$ cat src/rtl/irq_router_pkg.sv
package irq_router_pkg;
  localparam int unsigned DATA_W    = 64;
  localparam int unsigned REG_SHIFT = 6;
  localparam int unsigned MAX_CPU   = 4;
  localparam int unsigned ROUTE_BASE = 4;
  localparam int unsigned PEND_IDX   = 8;
  localparam logic [1:0]  SIZE_DWORD = 2'd3;
endpackage

$ cat src/rtl/irq_pending.sv
module irq_pending #(
  parameter int unsigned NUM_SRC = 64
) (
  input  logic               clk_i,
  input  logic               rst_ni,
  input  logic [NUM_SRC-1:0] set_i,
  input  logic [NUM_SRC-1:0] clr_i,
  output logic [NUM_SRC-1:0] pend_d_o,
  output logic [NUM_SRC-1:0] pend_q_o
);
  logic [NUM_SRC-1:0] pend_q;

  // set has priority over clear on the same bit
  assign pend_d_o = (pend_q & ~clr_i) | set_i;
  assign pend_q_o = pend_q;

  always_ff @(posedge clk_i or negedge rst_ni) begin
    if (!rst_ni) pend_q <= '0;
    else         pend_q <= pend_d_o;
  end

  assert_set_wins_R2: assert property (@(posedge clk_i) disable iff (!rst_ni)
    (|set_i) |=> ((pend_q & $past(set_i)) == $past(set_i)));

  assert_spurious_clear_R3: assert property (@(posedge clk_i) disable iff (!rst_ni)
    (|(clr_i & ~pend_q & ~set_i)) |=> ((pend_q & $past(clr_i & ~set_i)) == '0));
endmodule

$ cat src/rtl/irq_cpu_slice.sv
module irq_cpu_slice #(
  parameter int unsigned NUM_SRC = 64
) (
  input  logic               clk_i,
  input  logic               rst_ni,
  input  logic               mask_we_i,
  input  logic [NUM_SRC-1:0] wdata_i,
  input  logic [NUM_SRC-1:0] pend_d_i,
  input  logic [NUM_SRC-1:0] pend_q_i,
  output logic [NUM_SRC-1:0] mask_o,
  output logic [NUM_SRC-1:0] routed_o,
  output logic               irq_o
);
  logic [NUM_SRC-1:0] mask_q, mask_d, routed_q;
  logic               irq_q;

  assign mask_d = mask_we_i ? wdata_i : mask_q;

  always_ff @(posedge clk_i or negedge rst_ni) begin
    if (!rst_ni) begin
      mask_q   <= '0;
      routed_q <= '0;
      irq_q    <= 1'b0;
    end else begin
      mask_q   <= mask_d;
      routed_q <= mask_d & pend_d_i;
      irq_q    <= |routed_q;
    end
  end

  assign mask_o   = mask_q;
  assign routed_o = routed_q;
  assign irq_o    = irq_q;

  assert_routed_match_R4: assert property (@(posedge clk_i) disable iff (!rst_ni)
    routed_q == (mask_q & pend_q_i));

  assert_irq_lag_R5: assert property (@(posedge clk_i) disable iff (!rst_ni)
    irq_q == $past(|routed_q));

  assert_mask_hold_R10: assert property (@(posedge clk_i) disable iff (!rst_ni)
    !mask_we_i |=> $stable(mask_q));
endmodule

$ cat src/rtl/irq_csr.sv
module irq_csr
  import irq_router_pkg::*;
#(
  parameter int unsigned NUM_SRC = 64,
  parameter int unsigned NUM_CPU = 4,
  parameter int unsigned ADDR_W  = 10
) (
  input  logic                            clk_i,
  input  logic                            rst_ni,
  input  logic                            req_valid_i,
  input  logic                            req_write_i,
  input  logic [ADDR_W-1:0]               req_addr_i,
  input  logic [1:0]                      req_size_i,
  input  logic [NUM_CPU-1:0][NUM_SRC-1:0] mask_i,
  input  logic [NUM_CPU-1:0][NUM_SRC-1:0] routed_i,
  input  logic [NUM_SRC-1:0]              pend_i,
  output logic [NUM_CPU-1:0]              mask_we_o,
  output logic                            rsp_valid_o,
  output logic [DATA_W-1:0]               rsp_rdata_o,
  output logic                            rsp_err_o
);
  localparam int unsigned IDX_W = ADDR_W - REG_SHIFT;

  logic [IDX_W-1:0]  idx;
  logic              size_ok, hit_mask, hit_route, hit_pend, legal;
  logic [DATA_W-1:0] rd;
  logic              rsp_valid_q, rsp_err_q;
  logic [DATA_W-1:0] rsp_rdata_q;
  logic              unused_low;

  assign idx        = req_addr_i[ADDR_W-1:REG_SHIFT];
  assign unused_low = ^req_addr_i[REG_SHIFT-1:0];
  assign size_ok    = (req_size_i == SIZE_DWORD);
  assign hit_mask   = (idx < IDX_W'(NUM_CPU));
  assign hit_route  = (idx >= IDX_W'(ROUTE_BASE)) && (idx < IDX_W'(ROUTE_BASE + NUM_CPU));
  assign hit_pend   = (idx == IDX_W'(PEND_IDX));
  assign legal      = size_ok && (req_write_i ? hit_mask : (hit_mask || hit_route || hit_pend));

  always_comb begin
    rd = '0;
    if (hit_pend) rd = DATA_W'(pend_i);
    for (int c = 0; c < NUM_CPU; c++) begin
      if (idx == IDX_W'(c))              rd = DATA_W'(mask_i[c]);
      if (idx == IDX_W'(ROUTE_BASE + c)) rd = DATA_W'(routed_i[c]);
    end
  end

  for (genvar c = 0; c < NUM_CPU; c++) begin : g_we
    assign mask_we_o[c] = req_valid_i && req_write_i && legal && (idx == IDX_W'(c));
  end

  always_ff @(posedge clk_i or negedge rst_ni) begin
    if (!rst_ni) begin
      rsp_valid_q <= 1'b0;
      rsp_err_q   <= 1'b0;
      rsp_rdata_q <= '0;
    end else begin
      rsp_valid_q <= req_valid_i;
      rsp_err_q   <= req_valid_i && !legal;
      rsp_rdata_q <= (req_valid_i && !req_write_i && legal) ? rd : '0;
    end
  end

  assign rsp_valid_o = rsp_valid_q;
  assign rsp_err_o   = rsp_err_q;
  assign rsp_rdata_o = rsp_rdata_q;

  assert_rsp_follows_R8: assert property (@(posedge clk_i) disable iff (!rst_ni)
    req_valid_i |=> rsp_valid_o);

  assert_err_zero_R9: assert property (@(posedge clk_i) disable iff (!rst_ni)
    rsp_err_o |-> (rsp_valid_o && rsp_rdata_o == '0));

  assert_one_mask_we_R7: assert property (@(posedge clk_i) disable iff (!rst_ni)
    $onehot0(mask_we_o));
endmodule

$ cat src/rtl/irq_router.sv
module irq_router
  import irq_router_pkg::*;
#(
  parameter int unsigned NUM_SRC = 64,
  parameter int unsigned NUM_CPU = 4,
  parameter int unsigned ADDR_W  = 10
) (
  input  logic               clk_i,
  input  logic               rst_ni,
  input  logic [NUM_SRC-1:0] dev_set_i,
  input  logic [NUM_SRC-1:0] dev_clr_i,
  input  logic               req_valid_i,
  input  logic               req_write_i,
  input  logic [ADDR_W-1:0]  req_addr_i,
  input  logic [1:0]         req_size_i,
  input  logic [63:0]        req_wdata_i,
  output logic               rsp_valid_o,
  output logic [63:0]        rsp_rdata_o,
  output logic               rsp_err_o,
  output logic [NUM_CPU-1:0] cpu_irq_o
);
  logic [NUM_SRC-1:0]              pend_d, pend_q;
  logic [NUM_CPU-1:0][NUM_SRC-1:0] mask, routed;
  logic [NUM_CPU-1:0]              mask_we;
  logic                            unused_wdata;

  if (NUM_SRC < DATA_W) begin : g_wpad
    assign unused_wdata = ^req_wdata_i[DATA_W-1:NUM_SRC];
  end else begin : g_wfull
    assign unused_wdata = 1'b0;
  end

  irq_pending #(.NUM_SRC(NUM_SRC)) u_pending (
    .clk_i    (clk_i),
    .rst_ni   (rst_ni),
    .set_i    (dev_set_i),
    .clr_i    (dev_clr_i),
    .pend_d_o (pend_d),
    .pend_q_o (pend_q)
  );

  for (genvar c = 0; c < NUM_CPU; c++) begin : g_cpu
    irq_cpu_slice #(.NUM_SRC(NUM_SRC)) u_slice (
      .clk_i     (clk_i),
      .rst_ni    (rst_ni),
      .mask_we_i (mask_we[c]),
      .wdata_i   (req_wdata_i[NUM_SRC-1:0]),
      .pend_d_i  (pend_d),
      .pend_q_i  (pend_q),
      .mask_o    (mask[c]),
      .routed_o  (routed[c]),
      .irq_o     (cpu_irq_o[c])
    );
  end

  irq_csr #(.NUM_SRC(NUM_SRC), .NUM_CPU(NUM_CPU), .ADDR_W(ADDR_W)) u_csr (
    .clk_i       (clk_i),
    .rst_ni      (rst_ni),
    .req_valid_i (req_valid_i),
    .req_write_i (req_write_i),
    .req_addr_i  (req_addr_i),
    .req_size_i  (req_size_i),
    .mask_i      (mask),
    .routed_i    (routed),
    .pend_i      (pend_q),
    .mask_we_o   (mask_we),
    .rsp_valid_o (rsp_valid_o),
    .rsp_rdata_o (rsp_rdata_o),
    .rsp_err_o   (rsp_err_o)
  );

  assert_params_R7: assert final (NUM_CPU >= 1 && NUM_CPU <= MAX_CPU && NUM_SRC >= 1 && NUM_SRC <= DATA_W);
endmodule

$ cat config.mk
export PLATFORM = sky130hd
export DESIGN_NAME = irq_router
export DESIGN_NICKNAME = d
export VERILOG_FILES = /design/src/rtl/irq_router_pkg.sv /design/src/rtl/irq_pending.sv /design/src/rtl/irq_cpu_slice.sv /design/src/rtl/irq_csr.sv /design/src/rtl/irq_router.sv
export SDC_FILE = /design/constraint.sdc
export NUM_CORES = 1
export LEC_CHECK = 0
export BUFFER_PORTS_ARGS = -buffer_cell sky130_fd_sc_hd__buf_4
export CORE_MARGIN = 2
export CORE_UTILIZATION = 40
export DETAILED_ROUTE_END_ITERATION = 10
export PLACE_DENSITY_LB_ADDON = 0.05
export SYNTH_ARGS = -nofsm -noshare
export SYNTH_HDL_FRONTEND = slang
export SYNTH_SLANG_ARGS = --single-unit
$ cat constraint.sdc
create_clock -name clk_i -period 1.7 [get_ports clk_i]
set_input_delay 0.085 -clock clk_i [delete_from_list [all_inputs] [get_ports clk_i]]
set_output_delay 0.085 -clock clk_i [all_outputs]
set_load 0.005 [all_outputs]
== After elaboration in Yosys (flattened, before gate mapping) ==
Cells that the tools add are included.

* Magnitude comparators: 3
* Equal/unequal tests: 9
* Multiplexer cells: 15
* Bitwise logic cells: 7
* Reductions and logical operators: 20

{| class="wikitable"
|+ Operators by type and width
! operator !! number
|-
| two-way mux 64 bit || 14
|-
| AND 64 bit || 5
|-
| OR reduction 64 bit || 4
|-
| inverter 64 bit || 1
|-
| bitwise OR 64 bit || 1
|-
| equality test 4 x 3 -> 1 bit, second input constant || 4
|-
| logical AND 1 bit || 11
|-
| equality test 4 x 2 -> 1 bit, second input constant || 2
|-
| equality test 4 x 1 -> 1 bit, second input constant || 1
|-
| equality test 4 bit, second input constant || 1
|-
| >= comparator 4 x 3 -> 1 bit, second input constant || 1
|-
| logical NOT 4 bit || 1
|-
| < comparator 4 x 3 -> 1 bit, second input constant || 1
|-
| < comparator 4 bit, second input constant || 1
|-
| equality test 2 bit, second input constant || 1
|-
| logical NOT 1 bit || 2
|-
| logical OR 1 bit || 2
|-
| two-way mux 1 bit || 1
|}

* Register bits after elaboration: 646
* Bits of input ports: 208

== Logic depth before layout (Yosys ltp) ==
* Depth in word-level cells: 11
* Depth in mapped cells: 9
* Depth with buffers taken out: 5

== Hierarchy ==
Synthesis repeated with hierarchy kept, for this count alone.

* Cells, all modules: 2409
* Area, all modules: 28100.7 sq um

{| class="wikitable"
|+ By module, submodules not included
! module !! times used !! cells an instance !! area an instance (sq um) !! sequential area each (sq um)
|-
| irq_cpu_slice || 4 || 285 || 4538.1 || 3228.1
|-
| irq_csr || 1 || 1077 || 7626.1 || 1651.6
|-
| irq_pending || 1 || 192 || 2322.2 || 1601.5
|}

== Worst setup path after synthesis ==
No wires, ideal clock.

* Kind: input-to-reg
* From: in req_addr_i[9]
* To: reg g_cpu[1].u_slice.routed_q[10]
* Arrival: 1.565 ns
* Required time: 1.581 ns
* Slack: 0.016 ns
* Cell stages on the path: 8
* Path through: buf_2 -> inv_2 -> nand4b_2 -> nor3b_1 -> buf_4 -> buf_6 -> mux2_2 -> and2_1

* Cells in the longest elaborated chain, start to end: 10

{| class="wikitable"
|+ Ends and longest elaborated chain
! what !! RTL line !! text
|-
| start, declared || irq_router.sv:14 || <nowiki>input logic [ADDR_W-1:0] req_addr_i,</nowiki>
|-
| >= comparator 4 x 3 -> 1 bit or < comparator 4 bit (tied branches) || irq_csr.sv:35 || <nowiki>assign hit_route = (idx >= IDX_W'(ROUTE_BASE)) && (idx < IDX_W'(ROUTE_BASE + NUM_CPU));</nowiki>
|-
| logical AND 1 bit || irq_csr.sv:35 ||
|-
| logical OR 1 bit (2 in series) || irq_csr.sv:37 || <nowiki>assign legal = size_ok && (req_write_i ? hit_mask : (hit_mask || hit_route || hit_pend));</nowiki>
|-
| two-way mux 1 bit || irq_csr.sv:37 ||
|-
| logical AND 1 bit || irq_csr.sv:37 ||
|-
| logical AND 1 bit || irq_csr.sv:49 || <nowiki>assign mask_we_o[c] = req_valid_i && req_write_i && legal && (idx == IDX_W'(c));</nowiki>
|-
| logical AND 1 bit (*) || irq_csr.sv:49 ||
|-
| two-way mux 64 bit (*) || irq_cpu_slice.sv:17 || <nowiki>assign mask_d = mask_we_i ? wdata_i : mask_q;</nowiki>
|-
| via g_cpu[1].u_slice.mask_d[10] || irq_cpu_slice.sv:14 || <nowiki>logic [NUM_SRC-1:0] mask_q, mask_d, routed_q;</nowiki>
|-
| AND 64 bit (*) || irq_cpu_slice.sv:26 || <nowiki>routed_q <= mask_d & pend_d_i;</nowiki>
|-
| end signal, assigned || irq_cpu_slice.sv:26 ||
|-
| end, declared || irq_cpu_slice.sv:14 ||
|}

The timed path passes the listed nets; every way through them passes the cells marked *.

== Worst setup path in the final report ==
* From: reg g_cpu[0].u_slice.routed_q[23]
* To: reg g_cpu[0].u_slice.irq_q

* Cells in the longest elaborated chain, start to end: 1

{| class="wikitable"
|+ Ends and longest elaborated chain
! what !! RTL line !! text
|-
| start, declared || irq_cpu_slice.sv:14 ||
|-
| start signal, assigned || irq_cpu_slice.sv:26 ||
|-
| OR reduction 64 bit || irq_cpu_slice.sv:27 || <nowiki>irq_q <= |routed_q;</nowiki>
|-
| end signal, assigned || irq_cpu_slice.sv:27 ||
|-
| end, declared || irq_cpu_slice.sv:15 || <nowiki>logic irq_q;</nowiki>
|}

Every way passes these cells.

==> summary.md <==
| Metric | Value |
|---|---|
| Pwr Density | `just under 1000 nW/um^2` |
| Count of cells along the worst register-to-register path | `3` |
| Sequence of cells on the critical path | `nor4_1 -> nand4_1 -> or4_1` |
| Hold Vio Cnt, Final | `0` |
| Count of input and output buffers | `approximately 270` |
| Detailed placer's ending HPWL | `between 70,000 and 80,000 um` |
| Run status | `finished with violations` |
| RePlAce Congestion | `slightly below 0.9` |
| Worst-path fanout max | `2` |
| Number of standard cells in the final layout excluding fillers | `4,106` |
| Endpoint of the worst hold path | `g_cpu[0].u_slice.routed_o[42]` |
| Standard-cell row count | `between 90 and 100` |
| Die Outline Area | `~74,000 um^2` |
| Buffer count from post-CTS setup fixing | `0` |
| Max-slew headroom at the worst pin | `between 50 and 60%` |
| Final max-slew violation count | `0` |
| Critical path data required time | `approximately 2.2 ns` |
| Measured slew at the worst slew-check pin | `0.609 ns` |
| Nets | `between 3,000 and 4,000` |
| Vias after detailed routing | `around 23,000` |
| Overall power consumption | `~38 mW` |
| Number of buffers on the longest clock path | `3` |
| Cell Area, Placed | `33,700 um^2` |
| Number of standard cells after synthesis | `approximately 2,500` |
| Syn-to-layout area delta | `34.7%` |
| Fraction of synthesized cell area taken by the top area cell type | `a little under three fifths` |
| Residual DRC | `0` |
| Cell area after synthesis | `approximately 29,000 um^2` |
| Top post-synthesis cells by count | `646 x dfrtp_1, 221 x a21oi_1, 197 x mux2_2` |
| Critical path class | `register to register` |
| Vias in the first global route | `approximately 24,000` |
| Post-DR wirelength/cell | `25.4 um` |
| Max Cap Viol | `0` |
| Pleak | `18.7 nW` |
| Setup Skew | `between 0.015 and 0.02 ns` |
| Fraction of layout cells with a size suffix above 1 | `between 30% and 40%` |
| Antenna violations before repair | `1` |
| Diodes inserted | `0` |
| Unrepaired setup endpoints after global routing | `true` |
| Largest stage delay, worst path | `0.50 ns` |
| Clock slew seen by the registers of the worst setup and hold paths | `0.06 ns` |
| I/O pin count | `between 200 and 300` |
| Vert. Die Dim | `271 um` |
| Summed area of non-filler cells in the final layout | `38,400 um^2` |
| Capturing element type of the critical path | `register` |
| Via density | `5.50` |
| Fmax achieved | `about 540 MHz` |
| Insertion delay of the later-clocked pin in the worst-skew pair | `a little over 0.6 ns` |
| Routed Wire Length | `about 100,000 um` |
| Width of the die | `approximately 270 um` |
| Total global routing track utilization | `~28%` |
| CTS root buf | `clkbuf_16` |
| Synth Register Bits | `around 650` |
| Number of cells after detailed placement | `3,780` |
| TritonCTS clock tree | `yes` |
| Post-Route Hold Slack | `between 0.07 and 0.08 ns` |
| FF-to-FF End | `g_cpu[0].u_slice.irq_o` |
| Synthesized area divided by synthesized cell count | `11.6 um^2` |
| Pre-CTS worst setup slack | `-0.499 ns` |
| Worst reg2reg startpoint | `g_cpu[0].u_slice.routed_o[23]` |
| Final setup violation count | `4` |
| Number of routed nets with antenna violations | `0` |
| Overflow after GRT | `0` |
| Portion of the post-synthesis area used by sequential elements | `between 50 and 60%` |
| Worst hold path cell count | `5` |
| Share of synthesized registers carrying an async set or reset | `100%` |
| Worst Setup Slack, final | `-0.169 ns` |
| Placeable core region | `roughly 70,000 um^2` |
| Iteration-0 DRC count of the detailed router | `between 1,500 and 2,000` |
| Num CTS Buffers | `73` |
| Failing checks | `setup timing` |
| Count leader, synth | `dfrtp_1` |
| YS warnings | `0` |
| Router iterations before antenna repair | `5` |
| Arrival time of data at the critical path endpoint | `approximately 2.4 ns` |
| CP max stage cell | `nor4_1` |
| Number of flops mapped to enable cells by yosys | `0` |
| Start point of the worst hold path | `dev_clr_i[42]` |
| Pin count of the biggest net entering global routing | `75` |
| Syn Nets | `around 2,700` |
| First-pass GRT wire length | `roughly 160,000 um` |
| Nature of the critical path startpoint | `register` |
| R2R Setup Slk | `-0.17 ns` |
| # H-tree levels | `3` |
| Effective utilization at floorplan | `between 40% and 50%` |
| Largest cells by area after synthesis | `dfrtp_1 57%, mux2_2 7.8%, and2_1 4.3%` |
| Period minus WS final | `around 1.9 ns` |
| Clk sink count | `646` |
| Distinct cells, synth | `54` |
| Final critical-path share of the clock period | `110%` |
| Min-Delay Path Class | `input port to register` |
| Library cell with the largest summed area after synthesis | `dfrtp_1` |
| Dominant register cell in the synthesized netlist | `dfrtp_1` |
| Peak VDD IR | `about 0.00075 V` |
==> stage by stage <==
stage	utilization, %	setup TNS, ns
5_1_grt	54.6	-0.764
2_1_floorplan	-	0
6_report	54.6	-0.660
4_1_cts	54.6	-0.577
3_5_place_dp	47.9	-116.28
3_3_place_gp	47.9	-99.80
==> area by class of cell <==
type,count,area (um^2)
fill,6117,32000
sequential,646,16200
multi-input combinational,1518,11300
timing repair buffer,739,6790
clock buffer,108,2280
tap,940,1180
inverter,132,495
clock inverter,23,209
==> worst max-delay path by stage <==
stage | startpoint | endpoint | slack, ns | cells after the start
after floorplan | req_addr_i[9] | g_cpu[1].u_slice.routed_o[10] | 0.02 | 8
after global placement | g_cpu[3].u_slice.routed_o[48] | g_cpu[3].u_slice.irq_o | -0.48 | 4
after detailed placement | g_cpu[3].u_slice.routed_o[48] | g_cpu[3].u_slice.irq_o | -0.50 | 4
after CTS | g_cpu[3].u_slice.routed_o[35] | g_cpu[3].u_slice.irq_o | -0.18 | 4
after global routing | g_cpu[3].u_slice.routed_o[35] | g_cpu[3].u_slice.irq_o | -0.24 | 4
final | g_cpu[0].u_slice.routed_o[23] | g_cpu[0].u_slice.irq_o | -0.17 | 3
==> where the power goes <==
part / switching (mW) / leakage [nW] / total (mW) / internal [mW]
Combinational: 2.62 / 8.82 / 5.10 / 2.47
Sequential: 0.629 / 8.67 / 16.9 / 16.2
Clock: 6.49 / 1.24 / 16.2 / 9.75
Total: 9.74 / 18.7 / 38.2 / 28.5
==> routing by layer <==
metal | track usage (%) | up-vias | wire [um]
li1 | - | 10000 | -
met1 | 38.8 | 11600 | 45400
met2 | 46.4 | 781 | 49300
met3 | 4.37 | 215 | 5840
met4 | 8.99 | 0 | 3510
met5 | 0 | - | 0
==> worst max-delay path, delay by kind of cell, from the launching register on <==
kind             cells  cell delay, ns
flip-flops           1            0.41
AND/OR/NAND/NOR      3            1.34
==> what timing repair did <==
| item | 4_1_cts | 5_1_grt |
|---|---|---|
| resized for setup | 33 | 5 |
| gates cloned | 0 | 0 |
| pin swaps | 12 | 4 |
| endpoints found under the setup margin | 4 | 4 |
| hold buffers | 197 | 0 |
| hold endpoints to repair | 1224 | 0 |
==> cells in the final DEF, fill, tap and decap left out, drive strengths merged, types with 17 or more instances in the layout <==
cell	count
a2111oi	20
a21oi	221
a22o	20
a22oi	18
a2bb2oi	20
a31oi	23
a32oi	25
and2	256
buf	543
clkbuf	108
dfrtp	646
dlygate4sd3	196
inv	134
mux2	257
mux2i	67
nand2	82
nor2	110
nor4	88
o211ai	17
o21ai	159
o22a	18
o22ai	46
o31a	20
==> state kept, by name, summed over array words and instances, names as in the netlist <==
register,count
u_csr.rsp_err_o,1
g_cpu.u_slice.routed_o,256
u_csr.rsp_valid_o,1
u_pending.pend_q_o,64
u_csr.rsp_rdata_o,64
g_cpu.u_slice.mask_o,256
g_cpu.u_slice.irq_o,4
==> cell families after synthesis <==
kind of cell           share of synthesized area, %
DFF                                            56.6
AOI/OAI and AO/OA                              13.2
and+or+nand+nor                                12.2
muxes                                          13.3
buffers and inverters                          4.73
(Power assumes the default switching activity.)
